$ cat config.mk
export PLATFORM = sky130hd
export DESIGN_NAME = i2c_ptr_target
export DESIGN_NICKNAME = d
export VERILOG_FILES = /design/src/rtl/i2c_tgt_pkg.sv /design/src/rtl/i2c_line_filter.sv /design/src/rtl/i2c_bus_events.sv /design/src/rtl/i2c_reg_view.sv /design/src/rtl/i2c_ptr_target.sv
export SDC_FILE = /design/constraint.sdc
export NUM_CORES = 1
export LEC_CHECK = 0
export BUFFER_PORTS_ARGS = -buffer_cell sky130_fd_sc_hd__buf_2
export CAP_MARGIN = 20
export CORE_MARGIN = 8
export CORE_UTILIZATION = 54
export DETAILED_ROUTE_END_ITERATION = 10
export GPL_TIMING_DRIVEN = 0
export PLACE_DENSITY = 0.83
export SLEW_MARGIN = 40
export SYNTH_ARGS = -nofsm -noshare
export SYNTH_HDL_FRONTEND = slang
export SYNTH_HIERARCHICAL = 1
export SYNTH_SLANG_ARGS = --single-unit
$ cat constraint.sdc
create_clock -name clk -period 3.4 [get_ports clk]
set_clock_uncertainty 0.15 [all_clocks]
set_input_delay 0.85 -clock clk [delete_from_list [all_inputs] [get_ports clk]]
set_output_delay 0.85 -clock clk [all_outputs]
set_load 0.1 [all_outputs]
$ cat src/rtl/i2c_tgt_pkg.sv
package i2c_tgt_pkg;

    typedef enum logic [3:0] {
        ST_IDLE,
        ST_ADDR,
        ST_ADDR_ACK,
        ST_PTR,
        ST_PTR_ACK,
        ST_DHI,
        ST_DHI_ACK,
        ST_DLO,
        ST_DLO_ACK,
        ST_TX,
        ST_TX_ACK,
        ST_SKIP
    } tgt_state_e;

    localparam int unsigned WORD_W = 16;
    localparam int unsigned PTR_W  = 8;

endpackage

$ cat src/rtl/i2c_line_filter.sv
module i2c_line_filter #(
    parameter int unsigned FILT_LEN = 3
) (
    input  logic clk,
    input  logic rst_n,
    input  logic line_in,
    output logic line_out
);
    localparam int unsigned CW = $clog2(FILT_LEN + 1);
    localparam logic [CW-1:0] CNT_LAST = CW'(FILT_LEN - 1);

    logic          sync_a;
    logic          sync_b;
    logic [CW-1:0] stable_cnt;

    always_ff @(posedge clk or negedge rst_n) begin
        if (!rst_n) begin
            sync_a <= 1'b1;
            sync_b <= 1'b1;
        end else begin
            sync_a <= line_in;
            sync_b <= sync_a;
        end
    end

    // Output follows the synchronized line only after it has differed
    // from the output for FILT_LEN consecutive cycles.
    always_ff @(posedge clk or negedge rst_n) begin
        if (!rst_n) begin
            stable_cnt <= '0;
            line_out   <= 1'b1;
        end else if (sync_b != line_out) begin
            if (stable_cnt == CNT_LAST) begin
                stable_cnt <= '0;
                line_out   <= sync_b;
            end else begin
                stable_cnt <= stable_cnt + 1'b1;
            end
        end else begin
            stable_cnt <= '0;
        end
    end

endmodule

$ cat src/rtl/i2c_bus_events.sv
module i2c_bus_events (
    input  logic clk,
    input  logic rst_n,
    input  logic scl_f,
    input  logic sda_f,
    output logic start_ev,
    output logic stop_ev,
    output logic scl_rise,
    output logic scl_fall
);
    logic scl_p;
    logic sda_p;

    always_ff @(posedge clk or negedge rst_n) begin
        if (!rst_n) begin
            scl_p <= 1'b1;
            sda_p <= 1'b1;
        end else begin
            scl_p <= scl_f;
            sda_p <= sda_f;
        end
    end

    always_comb begin
        start_ev = scl_f & scl_p & sda_p & ~sda_f;
        stop_ev  = scl_f & scl_p & ~sda_p & sda_f;
        scl_rise = scl_f & ~scl_p;
        scl_fall = ~scl_f & scl_p;
    end

endmodule

$ cat src/rtl/i2c_reg_view.sv
module i2c_reg_view
    import i2c_tgt_pkg::*;
#(
    parameter int unsigned NREG = 8,
    parameter logic [NREG-1:0] RO_MASK = '0,
    parameter logic [NREG-1:0] WO_MASK = '0
) (
    input  logic [PTR_W-1:0]       ptr,
    input  logic [NREG*WORD_W-1:0] reg_rd_bus,
    output logic [WORD_W-1:0]      rd_value,
    output logic                   wr_allowed
);
    localparam int unsigned IDX_W = (NREG > 1) ? $clog2(NREG) : 1;
    localparam logic [PTR_W-1:0] NREG_P = PTR_W'(NREG);

    logic [WORD_W-1:0] visible [NREG];
    logic [NREG-1:0]   writable;
    logic              in_bank;
    logic [IDX_W-1:0]  idx;

    for (genvar g = 0; g < NREG; g++) begin : g_reg
        assign visible[g]  = WO_MASK[g] ? '0 : reg_rd_bus[g*WORD_W +: WORD_W];
        assign writable[g] = ~RO_MASK[g];
    end

    always_comb begin
        in_bank    = (ptr < NREG_P);
        idx        = ptr[IDX_W-1:0];
        rd_value   = in_bank ? visible[idx] : '0;
        wr_allowed = in_bank & writable[idx];
    end

endmodule

$ cat src/rtl/i2c_ptr_target.sv
module i2c_ptr_target
    import i2c_tgt_pkg::*;
#(
    parameter logic [6:0] DEV_ADDR = 7'h1A,
    parameter int unsigned NREG = 8,
    parameter int unsigned FILT_LEN = 3,
    parameter logic [NREG-1:0] RO_MASK = NREG'(2'b11),
    parameter logic [NREG-1:0] WO_MASK = NREG'(3'b100)
) (
    input  logic                   clk,
    input  logic                   rst_n,
    input  logic                   scl_in,
    input  logic                   sda_in,
    output logic                   sda_pull,
    input  logic [NREG*WORD_W-1:0] reg_rd_bus,
    output logic                   wr_en,
    output logic [PTR_W-1:0]       wr_addr,
    output logic [WORD_W-1:0]      wr_data
);
    localparam int unsigned NLINES = 2;

    tgt_state_e state_q;
    tgt_state_e state_d;

    logic [NLINES-1:0] raw_lines;
    logic [NLINES-1:0] filt_lines;
    logic              scl_f;
    logic              sda_f;
    logic              start_ev;
    logic              stop_ev;
    logic              scl_rise;
    logic              scl_fall;

    logic [3:0]        bitcnt;
    logic [7:0]        shreg;
    logic [PTR_W-1:0]  ptr_q;
    logic              is_read;
    logic [7:0]        hi_q;
    logic [WORD_W-1:0] rd_word;
    logic [7:0]        tx_sh;
    logic              lo_sel;
    logic              mack;

    logic [WORD_W-1:0] view_value;
    logic              view_wr_ok;
    logic              byte_done;
    logic              addr_hit;

    assign raw_lines = {scl_in, sda_in};

    for (genvar g = 0; g < NLINES; g++) begin : g_filt
        i2c_line_filter #(.FILT_LEN(FILT_LEN)) u_filt (
            .clk      (clk),
            .rst_n    (rst_n),
            .line_in  (raw_lines[g]),
            .line_out (filt_lines[g])
        );
    end

    assign scl_f = filt_lines[1];
    assign sda_f = filt_lines[0];

    i2c_bus_events u_events (
        .clk      (clk),
        .rst_n    (rst_n),
        .scl_f    (scl_f),
        .sda_f    (sda_f),
        .start_ev (start_ev),
        .stop_ev  (stop_ev),
        .scl_rise (scl_rise),
        .scl_fall (scl_fall)
    );

    i2c_reg_view #(
        .NREG    (NREG),
        .RO_MASK (RO_MASK),
        .WO_MASK (WO_MASK)
    ) u_view (
        .ptr        (ptr_q),
        .reg_rd_bus (reg_rd_bus),
        .rd_value   (view_value),
        .wr_allowed (view_wr_ok)
    );

    assign byte_done = scl_fall && (bitcnt == 4'd8);
    assign addr_hit  = (shreg[7:1] == DEV_ADDR);

    // Next-state logic
    always_comb begin
        state_d = state_q;
        if (stop_ev) begin
            state_d = ST_IDLE;
        end else if (start_ev) begin
            state_d = ST_ADDR;
        end else begin
            unique case (state_q)
                ST_IDLE:     state_d = ST_IDLE;
                ST_ADDR:     if (byte_done) state_d = addr_hit ? ST_ADDR_ACK : ST_SKIP;
                ST_ADDR_ACK: if (scl_fall) state_d = is_read ? ST_TX : ST_PTR;
                ST_PTR:      if (byte_done) state_d = ST_PTR_ACK;
                ST_PTR_ACK:  if (scl_fall) state_d = ST_DHI;
                ST_DHI:      if (byte_done) state_d = ST_DHI_ACK;
                ST_DHI_ACK:  if (scl_fall) state_d = ST_DLO;
                ST_DLO:      if (byte_done) state_d = ST_DLO_ACK;
                ST_DLO_ACK:  if (scl_fall) state_d = ST_SKIP;
                ST_TX:       if (scl_fall && bitcnt == 4'd7) state_d = ST_TX_ACK;
                ST_TX_ACK:   if (scl_fall) state_d = mack ? ST_TX : ST_SKIP;
                ST_SKIP:     state_d = ST_SKIP;
                default:     state_d = ST_IDLE;
            endcase
        end
    end

    // State register
    always_ff @(posedge clk or negedge rst_n) begin
        if (!rst_n) state_q <= ST_IDLE;
        else        state_q <= state_d;
    end

    // Datapath and outputs
    always_ff @(posedge clk or negedge rst_n) begin
        if (!rst_n) begin
            bitcnt   <= '0;
            shreg    <= '0;
            ptr_q    <= '0;
            is_read  <= 1'b0;
            hi_q     <= '0;
            rd_word  <= '0;
            tx_sh    <= '0;
            lo_sel   <= 1'b0;
            mack     <= 1'b0;
            sda_pull <= 1'b0;
            wr_en    <= 1'b0;
            wr_addr  <= '0;
            wr_data  <= '0;
        end else begin
            wr_en <= 1'b0;
            if (stop_ev || start_ev) begin
                bitcnt   <= '0;
                sda_pull <= 1'b0;
            end else begin
                unique case (state_q)
                    ST_ADDR, ST_PTR, ST_DHI, ST_DLO: begin
                        if (scl_rise) begin
                            shreg  <= {shreg[6:0], sda_f};
                            bitcnt <= bitcnt + 1'b1;
                        end else if (byte_done) begin
                            bitcnt <= '0;
                            unique case (state_q)
                                ST_ADDR: begin
                                    is_read  <= shreg[0];
                                    sda_pull <= addr_hit;
                                end
                                ST_PTR: begin
                                    ptr_q    <= shreg;
                                    sda_pull <= 1'b1;
                                end
                                ST_DHI: begin
                                    hi_q     <= shreg;
                                    sda_pull <= 1'b1;
                                end
                                default: begin
                                    wr_en    <= view_wr_ok;
                                    wr_addr  <= ptr_q;
                                    wr_data  <= {hi_q, shreg};
                                    sda_pull <= 1'b1;
                                end
                            endcase
                        end
                    end
                    ST_ADDR_ACK: begin
                        if (scl_fall) begin
                            bitcnt <= '0;
                            if (is_read) begin
                                rd_word  <= view_value;
                                tx_sh    <= view_value[15:8];
                                lo_sel   <= 1'b0;
                                sda_pull <= ~view_value[15];
                            end else begin
                                sda_pull <= 1'b0;
                            end
                        end
                    end
                    ST_PTR_ACK, ST_DHI_ACK, ST_DLO_ACK: begin
                        if (scl_fall) begin
                            sda_pull <= 1'b0;
                            bitcnt   <= '0;
                        end
                    end
                    ST_TX: begin
                        if (scl_fall) begin
                            if (bitcnt == 4'd7) begin
                                sda_pull <= 1'b0;
                                bitcnt   <= '0;
                            end else begin
                                tx_sh    <= {tx_sh[6:0], 1'b0};
                                sda_pull <= ~tx_sh[6];
                                bitcnt   <= bitcnt + 1'b1;
                            end
                        end
                    end
                    ST_TX_ACK: begin
                        if (scl_rise) begin
                            mack <= ~sda_f;
                        end else if (scl_fall && mack) begin
                            lo_sel   <= ~lo_sel;
                            tx_sh    <= lo_sel ? rd_word[15:8] : rd_word[7:0];
                            sda_pull <= lo_sel ? ~rd_word[15] : ~rd_word[7];
                            bitcnt   <= '0;
                        end
                    end
                    default: begin
                        sda_pull <= 1'b0;
                    end
                endcase
            end
        end
    end

endmodule

Yosys cells after proc, flatten, opt, wreduce, memory -nomap -nowiden:

Memories as Yosys holds them, arrays and structs flattened.
Index checks and enable logic that the tools add are counted.

* register bits: 96
* ROM bits: 8
* input port bits: 132
* output and inout port bits: 26
* logic and storage cells: 185
* memories kept: 1

Memories
* (name not given): words 8, width 1, read ports 1, clocked after memory_dff 0, wr ports 0, RTL line i2c_reg_view.sv:30 `wr_allowed = in_bank & writable[idx];`

* add/subtract/negate cells: 3
* order comparisons: 3
* equal/unequal tests: 43
* mux-type cells: 65
* bitwise gates (word level): 21
* reductions and logical operators: 25

Operators by type and width (count)
* 4-bit two-way mux: 22
* 7-bit two-way mux: 7
* 16-bit binary-select mux with 3-bit select: 1
* 16-bit two-way mux: 3
* 4-bit != test (second input constant): 11
* 4-bit case mux with 11 select lines: 1
* 1-bit two-way mux: 22
* 3-bit != test (second input constant): 7
* 7-bit case mux with 3 select lines: 1
* 4-bit by 3-bit equality test with 1-bit output (second input constant): 5
* 4-bit equality test (second input constant): 5
* 5-bit AND reduction: 4
* 4-bit case mux with 4 select lines: 1
* 2-bit != test (second input constant): 6
* 1-bit NOT: 12
* 6-bit AND reduction: 2
* 2-bit two-way mux: 5
* 10-bit AND reduction: 1
* 1-bit AND: 8
* 4-bit by 2-bit equality test with 1-bit output (second input constant): 2
* 8-bit by 4-bit less-than comparator with 1-bit output (second input constant): 1
* 8-bit AND reduction: 1
* 4-bit OR reduction: 2
* 7-bit by 5-bit equality test with 1-bit output (second input constant): 1
* other kinds (21): 29

Longest topological paths before layout:

Gate-level depths: netlist (run 1).

* depth after elaboration: 10
* depth in mapped cells: 9
* gate-level depth less buffers: 7

Cells and area by module:

The synthesis (run 1) kept the hierarchy.

Modules (own cells, without submodules)
* i2c_ptr_target: times used 1, cells an instance 314, area each 3975.1 sq um, sequential area each 2102.0 sq um
* i2c_reg_view: times used 1, cells an instance 113, area each 1024.7 sq um, sequential area each 0.0 sq um
* i2c_line_filter: times used 2, cells an instance 10, area each 178.9 sq um, sequential area each 128.9 sq um
* i2c_bus_events: times used 1, cells an instance 6, area each 87.6 sq um, sequential area each 52.6 sq um

Worst setup path before layout (run 1):

OpenSTA, ideal clock, no wires.

* path type: input port to flip-flop
* from: input port reg_rd_bus[121]
* to: register tx_sh[1]
* library setup time: 0.125 ns
* arrival: 2.135 ns
* data required time: 3.125 ns
* path slack: 0.990 ns
* cell stages on the path: 5
* path buffers: 0
* path through: mux4_2 -> nand2b_1 -> and3_1 -> a221o_1 -> mux2_2

* cells in the longest elaborated chain, start to end: 7

Ends and longest elaborated chain
* start: declaration: RTL line i2c_ptr_target.sv:15 `input logic [NREG*WORD_W-1:0] reg_rd_bus,`
* 16-bit binary-select mux with 3-bit select: RTL line i2c_reg_view.sv:29 `rd_value = in_bank ? visible[idx] : '0;`
* 16-bit two-way mux (not written as such) (2 in a row): RTL line i2c_reg_view.sv:29
* 16-bit two-way mux: RTL line i2c_reg_view.sv:29
* via view_value[9]: RTL line i2c_ptr_target.sv:44 `logic [WORD_W-1:0] view_value;`
* 7-bit two-way mux: RTL line i2c_ptr_target.sv:174 `if (is_read) begin`
* 7-bit two-way mux: RTL line i2c_ptr_target.sv:172 `if (scl_fall) begin`
* 7-bit case mux with 3 select lines: RTL line i2c_ptr_target.sv:142 `unique case (state_q)`
* end signal: assignment: RTL line i2c_ptr_target.sv:176 `tx_sh <= view_value[15:8];`
* end signal: assignment: RTL line i2c_ptr_target.sv:196 `tx_sh <= {tx_sh[6:0], 1'b0};`
* end signal: assignment: RTL line i2c_ptr_target.sv:207 `tx_sh <= lo_sel ? rd_word[15:8] : rd_word[7:0];`
* end: declaration: RTL line i2c_ptr_target.sv:40 `logic [7:0] tx_sh;`

The timed path passes the listed nets, and every way through them passes these cells. The select of a mux whose other input is x is not followed.
A chain may end at the register's enable or synchronous reset.

Worst setup path in the final report (run 1):

* from: register g_filt[0].u_filt.line_out
* to: register wr_data[9]

* cells in the longest elaborated chain, start to end: 5

Ends and longest elaborated chain
* start: declaration: RTL line i2c_line_filter.sv:7 `output logic line_out`
* start signal: assignment: RTL line i2c_line_filter.sv:35 `line_out <= sync_b;`
* 1-bit NOT: RTL line i2c_bus_events.sv:25 `start_ev = scl_f & scl_p & sda_p & ~sda_f;`
* 1-bit AND: RTL line i2c_bus_events.sv:25
* via start_ev: RTL line i2c_ptr_target.sv:29 `logic start_ev;`
* 1-bit logical OR: RTL line i2c_ptr_target.sv:138 `if (stop_ev || start_ev) begin`
* 1-bit NOT (no line)
* 5-bit AND reduction (no line)
* end signal: assignment: RTL line i2c_ptr_target.sv:165 `wr_data <= {hi_q, shreg};`
* end: declaration: RTL line i2c_ptr_target.sv:18 `output logic [WORD_W-1:0] wr_data`

The timed path passes the listed nets, and every way through them passes these cells.

==> reports/qor.yml, run 1 <==
cp.depth: 6
grt_pass1_vias: 4566
die_x_um: 116.4
post_dp_cell_area_sq_um: 6344
synthAdderAreaFrac: 0.004596
reg2regPathDepth: 6
wirelength_mm: 14.01
overflow: 0
cellPowerDensity_nw_per_um2: 522.3
io_buffers: 141
postCtsSetupBuffers: 0
drc_errors: 0
wl_met1_mm: 5.968
viasPerCell: 5.922
rrSetupSlack_ns: 0.63
area_growth_pct: 19.85
status: "complete, no violations"
critPathMaxFanout: 10
wl_met3_um: 904
syn_inst: 453
crit_family: "simple AND/OR/NAND/NOR gates"
fmax_mhz: 361.2
setup_viol: 0
slew_violations: 0
r2r-end: "wr_data[9]"
crit_path_start: "g_filt[0].u_filt/line_out"
hpwlAfterDp_mm: 10.89
cts-resized-gates: 0
ys_ff_latch: 96
rsz0062_at_grt: "false"
first_iter_violations: 289
whs_ns: 0.2148
final.setup.tns_ns: 0
grt_max_degree: 57
synthFlopType: "dfrtp_1"
routed-via-count: 4406
clk_latency_ns: 0.37
synth_nets: 587
h-tree-depth: 3
end_kind: "flop"
synth_top_family_by_area: "multiplexers"
wl_per_cell_um: 18.83
hold_buffers: 0
ios: 158
hold_viol: 0
endpoint: "wr_data[9]"
die_h_um: 116.4
relSlewSlack: 0.5784
grt_use_total: 0.2107
cts_tree: "built"
nets: 740
wl_met2_mm: 6.910
path_cells: "and4b_1 > nor4b_4 > nand2_2 > nor2_2 > buf_4 > mux2_2"
path_class: "flop to flop"
synth-edff-count: 0
synthSimpleGateAreaFrac: 0.1383
place.gp.congestion: 0.8862
timing.final.crit_share: 0.8143
synthXorXnorAreaFrac: 0.003217
drt_first_pass_iters: 5
drv_cap: 0
async_flop_share: 1.000
root_buffer: "clkbuf_8"
ys_warn_count: 6
period_minus_slack_ns: 2.768
power.total_mw: 3.409
slowest_delay_ns: 0.62
avgSynthCellArea_sq_um: 12.02
worstPathArrival_ns: 2.88
synth_compound_area_frac: 0.09972
highest_layer: "met5"
cp_slowest_cell: "dfstp_2"
cts.clk_slew.worst_paths_ns: 0.10
antenna_cells: 0
dieArea_sq_um: 13550
grt_pass1_wl_mm: 22.56
crit_buf_inv: 1
drive_above_1_share: 0.4730
numCtsBuffers: 9
synth.mux.area_fraction: 0.2730
startpoint_type: "flop"
cp.required_ns: 3.51
tightest_slew_ns: 0.6277
clock_path_buffers: 2
initial_core_util: 0.5571
ys_types: 71
netlist_area_sq_um: 5445
antenna_left: 0
irDropWorstVdd_mv: 0.3401
clock-sinks: 96
antenna_found_initial: 1
power.leakage_nw: 3.085
hold_class: "flop to flop"
synth_seq_area_share: 0.4430
design_area_sq_um: 6526
std_cell_rows: 36
coreArea_sq_um: 9774
r2r-start: "g_filt[0].u_filt/line_out"
## cells in the final DEF (no fill, tap or decap), types with 3 or more instances in the layout
cell      Yosys  routed
o21ai_0      22      22
mux2_2       73      73
nand3_1       5       5
buf_6         3       4
mux4_2       15      15
nor3_1        6       6
clkbuf_8      0       9
nor2_1       19      19
a21o_1        3       3
nand2b_1     21      21
clkbuf_1      9       9
inv_6         0       4
nand2_1      18      18
a221o_1       7       7
a31oi_1      17      17
nor3b_1       3       3
mux2i_1      27      27
dfstp_2       8       8
buf_4         5       5
buf_2        10     150
and3_1       16      16
dfrtp_1      88      88
inv_1         7       7
a21oi_1       7       7
## worst min path at each step
stage	from	endpoint	slack [ns]	cells past startpoint
global placement	g_filt[0].u_filt/sync_a	g_filt[0].u_filt/sync_b	0.20	0
floorplan	g_filt[0].u_filt/sync_a	g_filt[0].u_filt/sync_b	0.20	0
finish	g_filt[1].u_filt/sync_a	g_filt[1].u_filt/sync_b	0.21	0
detailed placement	g_filt[1].u_filt/sync_a	g_filt[1].u_filt/sync_b	0.20	0
CTS	g_filt[1].u_filt/sync_a	g_filt[1].u_filt/sync_b	0.22	0
global route	g_filt[1].u_filt/sync_a	g_filt[1].u_filt/sync_b	0.22	0
## through the flow
stage | cells | utilization | setup WS, ns
floorplan | 453 | - | 0.9901
global placement | 727 | 0.6463 | 0.5082
detailed placement | 728 | 0.6490 | 0.6243
CTS | 744 | 0.6677 | 0.6068
global route | 744 | 0.6677 | 0.4988
finish | 744 | 0.6677 | 0.6315
## synth_stat cells (3+ instances only)
| cell | instances | area share |
|---|---|---|
| inv_1 | 7 | 0.0048 |
| buf_2 | 10 | 0.0092 |
| nand3_1 | 5 | 0.0046 |
| clkbuf_1 | 9 | 0.0062 |
| buf_4 | 5 | 0.0069 |
| mux2_2 | 73 | 0.15 |
| nor3_1 | 6 | 0.0055 |
| nand2b_1 | 21 | 0.024 |
| nor3b_1 | 3 | 0.0041 |
| a21oi_1 | 7 | 0.0064 |
| mux2i_1 | 27 | 0.050 |
| dfrtp_1 | 88 | 0.40 |
| nor2_1 | 19 | 0.013 |
| o21ai_0 | 22 | 0.020 |
| and3_1 | 16 | 0.018 |
| buf_6 | 3 | 0.0062 |
| a221o_1 | 7 | 0.013 |
| a21o_1 | 3 | 0.0041 |
| dfstp_2 | 8 | 0.039 |
| nand2_1 | 18 | 0.012 |
| mux4_2 | 15 | 0.062 |
| a31oi_1 | 17 | 0.020 |
## flip-flops by register name, indices dropped and copies added (netlist names), 2 cells and up
register                  flops
bitcnt                        4
shreg                         8
wr_data                      16
ptr_q                         8
g_filt.u_filt/sync_b          2
hi_q                          8
g_filt.u_filt/sync_a          2
tx_sh                         7
wr_addr                       8
g_filt.u_filt/stable_cnt      4
state_q                       4
rd_word                      16
g_filt.u_filt/line_out        2
## routing by layer
metal / GRT usage / up-vias
met3: 0.06153 / 22
met4: 0.04927 / 2
met5: 0 / -
li1: - / 2025
met1: 0.2821 / 2190
met2: 0.3301 / 167
## kinds of logic after synthesis
family,after synthesis
compound gates,79
xor+xnor,2
fa+ha+maj,2
buf+inv,38
flops,96
mux,118
simple gates,118
## final cells by class
| type | count | area (sq um) |
|---|---|---|
| clock inverter | 7 | 58.81 |
| timing repair buffer | 142 | 732.0 |
| clock buffer | 9 | 123.9 |
| fill | 733 | 3248 |
| multi-input combinational | 319 | 2825 |
| buffer | 31 | 181.4 |
| inverter | 7 | 26.28 |
| tap | 133 | 166.4 |
| sequential | 96 | 2412 |
## power by group
group	switching [mW]	internal, mW	total, mW	leakage (nW)
combinational	0.672	0.524	1.20	1.71
clock	0.426	0.280	0.706	0.0929
sequential	0.180	1.33	1.51	1.29
total	1.28	2.13	3.41	3.09
Note: power is estimated with default switching activity, not from simulation.
==> run 2, diff against run 1 <==
- CORE_UTILIZATION: 54 -> 47
- PLACE_DENSITY: 0.83 -> 0.76
- clock period: 3.4 -> 2.4 ns (I/O delays scaled with it)
==> reports/qor.yml, run 2 (synthesis results as in run 1) <==
status: "finished, violations left"  # was complete, no violations
violations: "setup timing"
hpwlAfterDp_mm: 11.15  # was 10.89 mm
ios: 158  # unchanged
routed-via-count: 4439  # was 4406
antenna_left: 0  # unchanged
cp_slowest_cell: "dfstp_2"  # unchanged
final_cell_count_no_fill: 768  # was 744
startpoint_type: "flop"  # unchanged
critPathMaxFanout: 8  # was 10
cts.clk_slew.worst_paths_ns: 0.07  # was 0.10 ns
antenna_found_initial: 0  # was 1
die_h_um: 123.6  # was 116.4 um
rsz0062_at_grt: "true"  # was false
slowest_delay_ns: 0.53  # was 0.62 ns
hold_buffers: 0  # unchanged
path_cells: "and4b_2 > nor4b_4 > nand2_2 > nor4bb_4 > buf_6 > mux2_2"  # was and4b_1 > nor4b_4 > nand2_2 > nor2_2 > buf_4 > mux2_2
grt_pass1_vias: 4614  # was 4566
top_regs: "rd_word (16), wr_data (16)"  # unchanged
final_cell_mix: "buf_2, dfrtp_1, mux2_2"  # unchanged
cellPowerDensity_nw_per_um2: 805.3  # was 522.3 nW/um^2
h-tree-depth: 3  # unchanged
end_kind: "flop"  # unchanged
root_buffer: "clkbuf_16"  # was clkbuf_8
antenna_cells: 0  # unchanged
wirelength_mm: 14.95  # was 14.01 mm
tightest_slew_ns: 0.6454  # was 0.6277 ns
worstPathArrival_ns: 2.54  # was 2.88 ns
hold_viol: 0  # unchanged
grt_max_degree: 54  # was 57
placed_cells: 738  # was 728
first_iter_violations: 293  # was 289
cts_tree: "built"  # unchanged
overflow: 0  # unchanged
reg2regPathDepth: 6  # unchanged
drt_first_pass_iters: 5  # unchanged
layout_commonest_cell: "buf_2"  # unchanged
clock_path_buffers: 2  # unchanged
place.gp.congestion: 0.8622  # was 0.8862
setup_viol: 9  # was 0
clk_latency_ns: 0.34  # was 0.37 ns
irDropWorstVdd_mv: 0.4109  # was 0.3401 mV
die_x_um: 123.6  # was 116.4 um
wl_per_cell_um: 19.47  # was 18.83 um
coreArea_sq_um: 11370  # was 9774 sq um
drive_above_1_share: 0.5104  # was 0.4730
area_growth_pct: 27.41  # was 19.85%
std_cell_rows: 39  # was 36
power.leakage_nw: 3.262  # was 3.085 nW
grt_pass1_wl_mm: 23.67  # was 22.56 mm
hold_class: "primary input to async pin"  # was flop to flop
multi_input_area_sq_um: 2945  # was 2825 sq um
utilization: 0.6102  # was 0.6677
grt_use_total: 0.1945  # was 0.2107
regArea_sq_um: 2414  # was 2412 sq um
path_class: "flop to flop"  # unchanged
dieArea_sq_um: 15290  # was 13550 sq um
slew_violations: 0  # unchanged
cp.required_ns: 2.47  # was 3.51 ns
timing.final.crit_share: 1.027  # was 0.8143
design_area_sq_um: 6938  # was 6526 sq um
drv_cap: 0  # unchanged
numCtsBuffers: 9  # unchanged
final.setup.tns_ns: -0.3376  # was 0 ns
period_minus_slack_ns: 2.465  # was 2.768 ns
nets: 754  # was 740
layout_setup_ws_ns: -0.06536  # was 0.6315 ns
fmax_mhz: 405.6  # was 361.2 MHz
drc_errors: 0  # unchanged
relSlewSlack: 0.5697  # was 0.5784
io_buffers: 141  # unchanged
post_dp_cell_area_sq_um: 6364  # was 6344 sq um
num-fill-cells: 888  # was 733
clock-sinks: 96  # unchanged
initial_core_util: 0.4789  # was 0.5571
viasPerCell: 5.780  # was 5.922
==> run 2: cell types whose count changed in the layout (fill, tap and decap cells not counted), sizes merged <==
cell,before,now
clkdlybuf4s15,1,0
clkbuf,18,20
bufinv,0,1
inv,12,10
buf,162,175
clkinv,1,2
==> run 2: area by class of cell <==
type,instances,share of cell area
clock inverter,7,0.01244
inverter,7,0.003787
buffer,30,0.02976
tap,143,0.02579
timing repair buffer,157,0.1234
sequential,96,0.3479
multi-input combinational,319,0.4245
clock buffer,9,0.03246
==> run 2: timing repair <==
item	in CTS	in global routing
gates resized for setup	13	31
pin swaps	5	6
endpoints found under the setup margin	65	55
setup buffers	4	11
==> run 2: stage by stage <==
stage / setup slack [ns] / power (mW) / hold WS (ns)
6_report: -0.06536 / 5.587 / 0.02699
5_1_grt: -0.1232 / 5.889 / 0.04963
4_1_cts: -0.04235 / 5.466 / 0.04194
3_5_place_dp: -0.3336 / 3.849 / 0.1990
3_3_place_gp: -0.2902 / 3.767 / 0.1953
2_1_floorplan: 0.04486 / 3.341 / 0.1544
==> run 2: where the power goes <==
group	leakage [nW]	switching, mW	internal (mW)
Sequential	1.28	0.248	1.88
Combinational	1.83	1.08	0.896
Clock	0.150	0.655	0.830
Total	3.26	1.98	3.61
==> run 2: final timing paths <==
path | startpoint | end | slack (ns)
worst max register to register | g_filt[0].u_filt/line_out | hi_q[0] | -0.07
min in group clk | scl_in | g_filt[1].u_filt/sync_a | 0.20
worst min-delay path | rst_n | wr_addr[0] | 0.03
max in group asynchronous | rst_n | u_events/scl_p | 1.43
worst min register to register | g_filt[1].u_filt/sync_a | g_filt[1].u_filt/sync_b | 0.21
worst max-delay path | g_filt[0].u_filt/line_out | hi_q[0] | -0.07
==> run 2: routing by layer <==
layer | vias to the layer above | routed length [um] | global-route usage
met5 | - | 0 | 0
met4 | 0 | 162 | 0.05041
met3 | 19 | 842 | 0.04578
met2 | 150 | 7572 | 0.3119
met1 | 2223 | 6376 | 0.2601
li1 | 2047 | - | -
==> run 2: critical path: cells and delay by family, from the launching register on <==
| family | cells | cell delay, ns |
|---|---|---|
| AND/OR/NAND/NOR | 4 | 1.12 |
| buffers and inverters | 1 | 0.20 |
| flip-flops | 1 | 0.53 |
| multiplexers | 1 | 0.34 |
==> run 3, diff against run 2 <==
- ABC_AREA: default -> 1
- CAP_MARGIN: 20 -> default
- CORE_UTILIZATION: 47 -> 48
- PLACE_DENSITY: 0.76 -> 0.77
==> reports/qor.yml, run 3 <==
final_cell_mix: "nand2_1, buf_2, inv_1"  # was buf_2, dfrtp_1, mux2_2
whs_ns: -0.001651  # was 0.02699 ns
violations: "hold timing"  # was setup timing
yosysMostFrequentCell: "nand2_1"  # was dfrtp_1
io_buffers: 141  # unchanged
root_buffer: "clkbuf_16"  # unchanged
coreArea_sq_um: 11960  # was 11370 sq um
ys_warn_count: 6  # unchanged
design_area_sq_um: 7111  # was 6938 sq um
grt_max_degree: 61  # was 54
wirelength_mm: 17.18  # was 14.95 mm
wl_per_cell_um: 14.69  # was 19.47 um
drv_cap: 0  # unchanged
antenna_cells: 0  # unchanged
hpwlAfterDp_mm: 13.06  # was 11.15 mm
path_class: "flop to flop"  # unchanged
grt_pass1_wl_mm: 28.12  # was 23.67 mm
irDropWorstVdd_mv: 0.4535  # was 0.4109 mV
first_iter_violations: 536  # was 293
num-fill-cells: 1147  # was 888
post_dp_cell_area_sq_um: 6765  # was 6364 sq um
slew_violations: 0  # unchanged
clock_path_buffers: 2  # unchanged
antenna_left: 0  # unchanged
p_comb_frac: 0.363  # was 0.353
ys_types: 32  # was 71
ys_ff_latch: 96  # unchanged
drt_first_pass_iters: 5  # unchanged
initial_core_util: 0.4884  # was 0.4789
async_flop_share: 1.000  # unchanged
hold_viol: 4  # was 0
grt_use_total: 0.2157  # was 0.1945
fmax_mhz: 446.7  # was 405.6 MHz
h-tree-depth: 3  # unchanged
die_h_um: 126.3  # was 123.6 um
ios: 158  # unchanged
placed_cells: 1151  # was 738
nets: 1151  # was 754
power.leakage_nw: 3.903  # was 3.262 nW
timing.final.crit_share: 0.9327  # was 1.027
cellPowerDensity_nw_per_um2: 784.2  # was 805.3 nW/um^2
yosysTopAreaCellShare: 0.3770  # was 0.4044
relSlewSlack: 0.6252  # was 0.5697
hold_buffers: 0  # unchanged
grt_pass1_vias: 5798  # was 4614
power.total_mw: 5.576  # was 5.587 mW
area_growth_pct: 21.72  # was 27.41%
avgSynthCellArea_sq_um: 6.777  # was 12.02 sq um
clk_latency_ns: 0.35  # was 0.34 ns
synth_common_cells: "nand2_1, inv_1, dfrtp_1, nand3_1, o21ai_0"  # was dfrtp_1, mux2_2, mux2i_1, o21ai_0, nand2b_1
dieArea_sq_um: 15960  # was 15290 sq um
std_cell_rows: 40  # was 39
drc_errors: 0  # unchanged
period_minus_slack_ns: 2.238  # was 2.465 ns
antenna_found_initial: 0  # unchanged
p_sw_frac: 0.3994  # was 0.3547
cts.clk_slew.worst_paths_ns: 0.07  # about the same
tightest_slew_ns: 0.5622  # was 0.6454 ns
status: "finished, violations left"  # unchanged
end_kind: "flop"  # unchanged
synth_seq_area_share: 0.4129  # was 0.4430
synth-edff-count: 0  # unchanged
synth_nets: 996  # was 587
netlist_area_sq_um: 5842  # was 5445 sq um
syn_inst: 862  # was 453
cts_tree: "built"  # unchanged
top_regs: "rd_word (16), wr_data (16)"  # unchanged
worstPathArrival_ns: 2.30  # was 2.54 ns
switching_power_mw: 2.227  # was 1.982 mW
place.gp.congestion: 0.9303  # was 0.8622
drive_above_1_share: 0.2221  # was 0.5104
hold_class: "primary input to async pin"  # unchanged
critPathMaxFanout: 10  # was 8
synth.area.top_cells: "dfrtp_1, nand2_1, inv_1"  # was dfrtp_1, mux2_2, mux4_2
layout_commonest_cell: "nand2_1"  # was buf_2
synth_top_area_cell: "dfrtp_1"  # unchanged
cp.required_ns: 2.46  # was 2.47 ns
die_x_um: 126.3  # was 123.6 um
viasPerCell: 5.135  # was 5.780
clkPwrFrac: 0.265  # was 0.266
clock-sinks: 96  # unchanged
overflow: 0  # unchanged
setup_viol: 0  # was 9
seqPwrFrac: 0.371  # was 0.381
numCtsBuffers: 9  # unchanged
utilization: 0.5945  # was 0.6102
startpoint_type: "flop"  # unchanged
routed-via-count: 6003  # was 4439
p_int_mw: 3.349  # was 3.605 mW
synthFlopType: "dfrtp_1"  # unchanged
rsz0062_at_grt: "false"  # was true
final_cell_count_no_fill: 1169  # was 768
## run 3: cell count changes in the layout (fill, tap and decap cells not counted), moves of 27 or more
cell / previous run / this run
nor2_1: 16 / 49
nand3_1: 4 / 87
mux2i_1: 27 / 0
nand2_1: 17 / 303
o21ai_0: 22 / 80
inv_1: 7 / 125
mux2_2: 67 / 7
## run 3: metal layers
| metal | part of all wire | global-route usage | vias to the layer above | wire (um) |
|---|---|---|---|---|
| met3 | 0.061 | 0.03561 | 35 | 1054 |
| met1 | 0.44 | 0.2836 | 2754 | 7520 |
| met4 | 0.022 | 0.06865 | 0 | 371 |
| li1 | - | - | 3003 | - |
| met5 | 0 | 0 | - | 0 |
| met2 | 0.48 | 0.3560 | 211 | 8231 |
## run 3: metrics by stage
stage	setup WS, ns	TNS, ns
2_1_floorplan	0.3819	0
3_3_place_gp	-0.3342	-29.84
3_5_place_dp	-0.1154	-1.301
4_1_cts	0.04210	0
5_1_grt	0.004324	0
6_report	0.1615	0
## run 3: repair_timing
item / CTS / global route
pin swaps: 1 / 1
resized for setup: 3 / 6
endpoints found under the setup margin: 25 / 25
buffers inserted: 1 / 1
## run 3: power groups by stage
stage          Combinational [mW]  Sequential (mW)  Clock, mW
3_3_place_gp                 1.93             2.08          0
4_1_cts                      1.99             2.07       1.50
6_report                     2.03             2.07       1.48
3_5_place_dp                 1.97             2.09          0
2_1_floorplan                1.41             2.08          0
5_1_grt                      2.34             2.11       1.57
## run 3: path summary, 6_finish.rpt
kind | from | to | slack, ns | depth (start not counted)
max | g_filt[0].u_filt/line_out | wr_data[14] | 0.16 | 11
min | rst_n | lo_sel | -0.002 | 1
max reg2reg | g_filt[0].u_filt/line_out | wr_data[14] | 0.16 | 11
min reg2reg | g_filt[1].u_filt/sync_a | g_filt[1].u_filt/sync_b | 0.21 | 0
max in group asynchronous | rst_n | g_filt[0].u_filt/line_out | 1.45 | 2
min in group clk | scl_in | g_filt[1].u_filt/sync_a | 0.20 | 1
## run 3: cell type report
cell class / count / area, sq um / share of cell area
clock inverters: 6 / 77.57 / 0.01091
repair buffers: 144 / 754.5 / 0.1061
flip-flops and latches: 96 / 2412 / 0.3393
clock buffers: 10 / 229.0 / 0.03220
multi-input cells: 600 / 2716 / 0.3820
plain buffers: 37 / 252.7 / 0.03554
well taps: 147 / 183.9 / 0.02587
inverters: 129 / 484.2 / 0.06810
## run 3: critical path, stage by stage, from the launching register on
cell and delay [ns]:
dfstp_2 0.61, inv_1 0.05, nand2_1 0.05, nor2_1 0.07, nor2_4 0.24, inv_2 0.15, nor2_4 0.15, nand3_2 0.11
buf_2 0.21, buf_6 0.16, nand2_1 0.06, o21ai_0 0.09
## run 3: logic make-up (layout without fill, tap and decap cells)
| logic type | count (synthesis) | after routing | synth area share |
|---|---|---|---|
| simple gates | 468 | 468 | 0.3335 |
| buf+inv | 166 | 326 | 0.1259 |
| flops | 96 | 96 | 0.4129 |
| mux | 7 | 7 | 0.01349 |
| fa+ha+maj | 2 | 2 | 0.004283 |
| compound gates | 123 | 123 | 0.1099 |
